**config.mk**
```make
export PLATFORM = sky130hd
export DESIGN_NAME = pwr_guard
export DESIGN_NICKNAME = d
export VERILOG_FILES = /design/src/rtl/pwr_guard_pkg.sv /design/src/rtl/pwr_guard_timer.sv /design/src/rtl/pwr_guard_ce_gate.sv /design/src/rtl/pwr_guard_pf.sv /design/src/rtl/pwr_guard.sv
export SDC_FILE = /design/constraint.sdc
export NUM_CORES = 1
export LEC_CHECK = 0
export BUFFER_PORTS_ARGS = -buffer_cell sky130_fd_sc_hd__buf_2
export CORE_MARGIN = 2
export CORE_UTILIZATION = 56
export DETAILED_ROUTE_END_ITERATION = 8
export PLACE_DENSITY = 0.76
export SYNTH_ARGS = -nofsm -noshare
export SYNTH_HDL_FRONTEND = slang
export SYNTH_HIERARCHICAL = 1
export SYNTH_SLANG_ARGS = --single-unit
```
**constraint.sdc**
```tcl
create_clock -name clk -period 4.9 [get_ports clk]
set_input_delay 0.98 -clock clk [delete_from_list [all_inputs] [get_ports clk]]
set_output_delay 0.98 -clock clk [all_outputs]
set_load 0.005 [all_outputs]
```
**src/rtl/pwr_guard_pkg.sv**
```systemverilog
package pwr_guard_pkg;

  // recovery length in clock cycles from clock rate and interval in ms
  function automatic int unsigned recov_cycles_calc(input int unsigned clk_hz,
                                                    input int unsigned ms);
    return (clk_hz / 1000) * ms;
  endfunction

  // counter width able to hold values 0 .. n-1, at least one bit
  function automatic int unsigned cnt_width(input int unsigned n);
    return (n <= 2) ? 1 : $clog2(n);
  endfunction

  // power-fail level: forced low on battery, else inverse of comparator
  function automatic logic pf_level(input logic on_battery, input logic below_ref);
    return on_battery ? 1'b0 : ~below_ref;
  endfunction

  // gated chip-enable: inactive (1) when blocked, else host level
  function automatic logic ce_level(input logic blocked, input logic host_n);
    return blocked ? 1'b1 : host_n;
  endfunction

endpackage

```
**src/rtl/pwr_guard_timer.sv**
```systemverilog
module pwr_guard_timer
  import pwr_guard_pkg::*;
#(
  parameter int unsigned RECOV_CYCLES = 16
) (
  input  logic clk,
  input  logic rst_n,
  input  logic vcc_ok,
  output logic ready
);

  localparam int unsigned CW = cnt_width(RECOV_CYCLES);
  localparam logic [CW-1:0] LAST = CW'(RECOV_CYCLES - 1);

  logic [CW-1:0] elapsed;
  logic          at_last;

  assign at_last = (elapsed == LAST);

  always_ff @(posedge clk or negedge rst_n) begin
    if (!rst_n) begin
      elapsed <= '0;
      ready   <= 1'b0;
    end else if (!vcc_ok) begin
      elapsed <= '0;
      ready   <= 1'b0;
    end else if (!ready) begin
      if (at_last) ready   <= 1'b1;
      else         elapsed <= elapsed + 1'b1;
    end
  end


  restart_chk: assert property (@(posedge clk) disable iff (!rst_n)
    !vcc_ok |=> (elapsed == '0 && !ready));


  ready_rise_chk: assert property (@(posedge clk) disable iff (!rst_n)
    $rose(ready) |-> ($past(vcc_ok) && $past(elapsed) == LAST));


  cnt_bound_chk: assert property (@(posedge clk) disable iff (!rst_n)
    elapsed <= LAST);

endmodule

```
**src/rtl/pwr_guard_ce_gate.sv**
```systemverilog
module pwr_guard_ce_gate
  import pwr_guard_pkg::*;
(
  input  logic vcc_ok,
  input  logic ready,
  input  logic host_ce_n,
  output logic blocked,
  output logic sram_ce_n,
  output logic sys_rst_n
);

  always_comb begin
    blocked   = ~vcc_ok | ~ready;
    sram_ce_n = ce_level(blocked, host_ce_n);
    sys_rst_n = ~blocked;
  end

endmodule

```
**src/rtl/pwr_guard_pf.sv**
```systemverilog
module pwr_guard_pf
  import pwr_guard_pkg::*;
(
  input  logic vcc_low,
  input  logic pfi_low,
  output logic pf_n,
  output logic bat_sel
);

  always_comb begin
    bat_sel = vcc_low;
    pf_n    = pf_level(vcc_low, pfi_low);
  end

endmodule

```
**src/rtl/pwr_guard.sv**
```systemverilog
module pwr_guard
  import pwr_guard_pkg::*;
#(
  parameter int unsigned CLK_HZ       = 100_000_000,
  parameter int unsigned RECOV_MS     = 250,
  parameter int unsigned RECOV_CYCLES = recov_cycles_calc(CLK_HZ, RECOV_MS)
) (
  input  logic clk,
  input  logic rst_n,
  input  logic vcc_ok,
  input  logic vcc_low,
  input  logic pfi_low,
  input  logic host_ce_n,
  output logic sram_ce_n,
  output logic sys_rst_n,
  output logic pf_n,
  output logic bat_sel
);

  logic ready;
  logic blocked;

  pwr_guard_timer #(.RECOV_CYCLES(RECOV_CYCLES)) u_timer (
    .clk    (clk),
    .rst_n  (rst_n),
    .vcc_ok (vcc_ok),
    .ready  (ready)
  );

  pwr_guard_ce_gate u_gate (
    .vcc_ok    (vcc_ok),
    .ready     (ready),
    .host_ce_n (host_ce_n),
    .blocked   (blocked),
    .sram_ce_n (sram_ce_n),
    .sys_rst_n (sys_rst_n)
  );

  pwr_guard_pf u_pf (
    .vcc_low (vcc_low),
    .pfi_low (pfi_low),
    .pf_n    (pf_n),
    .bat_sel (bat_sel)
  );


  ce_block_chk: assert property (@(posedge clk) disable iff (!rst_n)
    !vcc_ok |-> sram_ce_n);


  rst_hold_chk: assert property (@(posedge clk) disable iff (!rst_n)
    sys_rst_n |-> (vcc_ok && $past(vcc_ok)));


  ce_open_chk: assert property (@(posedge clk) disable iff (!rst_n)
    !sram_ce_n |-> (!host_ce_n && sys_rst_n));


  pf_bat_chk: assert property (@(posedge clk) disable iff (!rst_n)
    vcc_low |-> (!pf_n && bat_sel));


  pf_follow_chk: assert property (@(posedge clk) disable iff (!rst_n)
    !vcc_low |-> (pf_n == !pfi_low));

endmodule

```
# After elaboration in Yosys (flattened, before gate mapping)
# Index checks and enable logic that the tools add are counted.
# totals
reg_bits	26
input_bits	6
out_inout_bits	4
# classes
add_sub_neg	1
eq_ne	3
muxes	8
bitwise	5
reduce_logical	1
# op_table
op	n
$mux W25	3
$add A25 B1 Y25 const B	1
$eq A25 B25 Y1 const B	1
$mux W1	5
$ne A2 B2 Y1 const B	2
$not A1 Y1	4
$reduce_and A2 Y1	1
$or A1 B1 Y1	1

# Longest topological paths before layout
# depth
word_depth	4
depth_mapped	7
depth_no_buf	6

# Cells and area by module
# Netlist, hierarchy kept.
# by_module_without_submodules
module	instances	cells_per_inst	area_per_inst_um2	seq_area_each_um2
pwr_guard_timer	1	156	1531.5	650.6
pwr_guard_ce_gate	1	3	17.5	0.0
pwr_guard_pf	1	2	11.3	0.0

# Least setup slack after synthesis
# OpenSTA, ideal clock, no wires.
# synth_path
kind	input -> output
from	input port host_ce_n
to	output port sram_ce_n
arrival_ps	1127
t_required_ps	3920
slack_ps	2793
stages	1
n_path_buf	0
cell_sequence	nand3b_1
# synth_via
elab_chain_len	1
# synth_lines
element	line	source
from (decl)	pwr_guard.sv:13	input logic host_ce_n,
$mux W1	pwr_guard_pkg.sv:21	return blocked ? 1'b1 : host_n;
to (decl)	pwr_guard.sv:14	output logic sram_ce_n,
# No other way between the ends.

# Final worst setup path
# layout_path
from	input port vcc_ok
to	output port sys_rst_n
# layout_via
elab_chain_len	3
# layout_lines
element	line	source
from (decl)	pwr_guard.sv:10	input logic vcc_ok,
$not A1 Y1	pwr_guard_ce_gate.sv:13	blocked = ~vcc_ok | ~ready;
$or A1 B1 Y1	pwr_guard_ce_gate.sv:13	
$not A1 Y1	pwr_guard_ce_gate.sv:15	sys_rst_n = ~blocked;
to (decl)	pwr_guard.sv:15	output logic sys_rst_n,
# No other way between the ends.

==> results.txt <==
Status -> complete, no violations
Post-CTS setup repair buffer count -> 0
Syn avg cell area -> 9.73 µm²
RSZ-0062 raised after global routing -> false
# rows -> 19
CP max FO -> 33
Worst path bufs/invs -> 2
Peak Freq -> 383 MHz
Core ar. -> 2690 µm²
P_leak -> 0.684 nW
Die area -> 3220 µm²
Clk buf depth -> 2
Pin count of the biggest net entering global routing -> 34
Post-layout min period -> 2.61 ns
H-tree depth -> 1
Layout area overhead -> 4.82%
Worst setup SP type -> primary input
DIE HEIGHT -> 56.7 µm
Slew HR -> 29.0%
Maximum vdd drop -> 0.000206 V
Final hold viol count -> 0
DRC viols -> 0
Cell Pwr Density -> 236 nW/µm²
Clock latency on the worst-skew pair -> 0.32 ns
CTS clk-pin slew, worst paths -> 0.14 ns
Width of the die -> 56.7 µm
Wire length of the first global-routing pass -> 5.61 mm
Final period util -> 53.2%
CTS Hold Buffers Added -> 0
Dpl cells -> 191
Total number of vias -> 1181
Post-route insts no fill -> 195
Cell mode on critical path -> buf_2
Initial antenna violation count -> 0
Clock sink count -> 26
Critical path endpoint category -> output pin
Syn Inst Count -> 160
GP Congestion -> 0.857
Slew Limit Fails -> 0
Synth Net Count -> 167
DR iter-0 viols -> 26
TritonCTS clock tree -> yes
Post-cts gate resize count -> 0
Setup TNS -> 0 ns
Layout cells sized above 1 -> 12.8%
Worst hold path class -> register to register
CTS Buf Count -> 3
Post-DP HPWL -> 2.11 mm
Via density -> 6.06
Buffers on Ports -> 9
Skew final -> 0.00545 ns
Final Routed Wirelength -> 2.94 mm
Total congestion overflow -> 0
CP Data Required Time -> 3.92 ns
Crit path kind -> primary input to output pin
Max-cap violations -> 0
CTS root buf -> clkbuf_4
Worst slew pin tran -> 1.06 ns
Slack of the worst reg-to-reg path -> 2.53 ns
Gr usage total -> 22.1%
Initial Utilization -> 57.9%
Power Total -> 0.385 mW
Critical-path cell list -> buf_2 -> and2_1 -> buf_2
Mapped cell area -> 1560 µm²
Drt pass-1 iters -> 4
# diodes -> 0
Top delay family on crit path -> buffers and inverters
Drt wl/cell -> 15.1 µm
WP data arrival -> 1.63 ns
Crit-path slowest cell -> buf_2
Vias in the first global route -> 1244
Synthesis Warnings -> 6
Final net count -> 172
Post-route ant nets -> 0
Slowest stage delay, CP -> 0.36 ns
I/O Pins -> 10
Final Setup Violations -> 0
[final timing paths]
path | depth (start not counted) | from | endpoint
worst min register to register | 1 | u_timer/elapsed[2] | u_timer/elapsed[2]
worst min-delay path | 1 | u_timer/elapsed[2] | u_timer/elapsed[2]
min in group asynchronous | 1 | rst_n | u_timer/elapsed[7]
worst max register to register | 6 | u_timer/elapsed[0] | u_timer/elapsed[0]
worst max-delay path | 3 | vcc_ok | sys_rst_n
max in group asynchronous | 1 | rst_n | u_timer/elapsed[1]
[cells in the final DEF, fill, tap and decap left out, types with 2 or more instances in the layout]
master and count:
nand3_1 9, or4_1 3, mux2i_1 5, a21boi_0 5, and4_1 2, and2_1 14
o21ai_0 2, nand2b_1 5, nor4_1 3, nand2_1 18, xnor2_1 5, nand4_1 7
or3_1 2, clkbuf_4 3, buf_2 9, nor2_1 6, nor4_2 4, nor2b_1 4
xor2_1 9, dfrtp_1 26, nor4bb_1 2, nor3_1 5, o31ai_1 3
[layout make-up]
class	count	area [µm²]
clock buffer	3	22.5
clock inverter	1	30.0
fill	243	1050
inverter	1	3.75
multi-input combinational	124	841
sequential	26	651
tap	31	38.8
timing repair buffer	9	45.0
[power breakdown]
part / switching, mW / internal (mW)
clock network: 0.0643 / 0.0827
registers: 0.00242 / 0.217
logic: 0.0125 / 0.00615
[routing by layer]
layer | global-route usage, % | up-vias | share of wire (%)
li1 | - | 586 | -
met1 | 30.0 | 571 | 47
met2 | 35.9 | 20 | 49
met3 | 3.23 | 4 | 3.0
met4 | 8.16 | 0 | 0.88
met5 | 0 | - | 0
[registers in the layout (all words and copies together) (netlist names)]
register	flops
u_timer/elapsed	25
u_timer/ready	1
[stage by stage]
stage | util, % | cell area (µm²) | setup slack (ns) | hold slack [ns]
2_1_floorplan | - | 1560 | 2.79 | 0.481
3_3_place_gp | 58.8 | 1580 | 2.29 | 0.521
3_5_place_dp | 58.8 | 1580 | 2.27 | 0.531
4_1_cts | 60.7 | 1630 | 2.27 | 0.549
5_1_grt | 60.7 | 1630 | 2.20 | 0.574
6_report | 60.7 | 1630 | 2.29 | 0.545
Note: power is estimated with default switching activity, not from simulation.
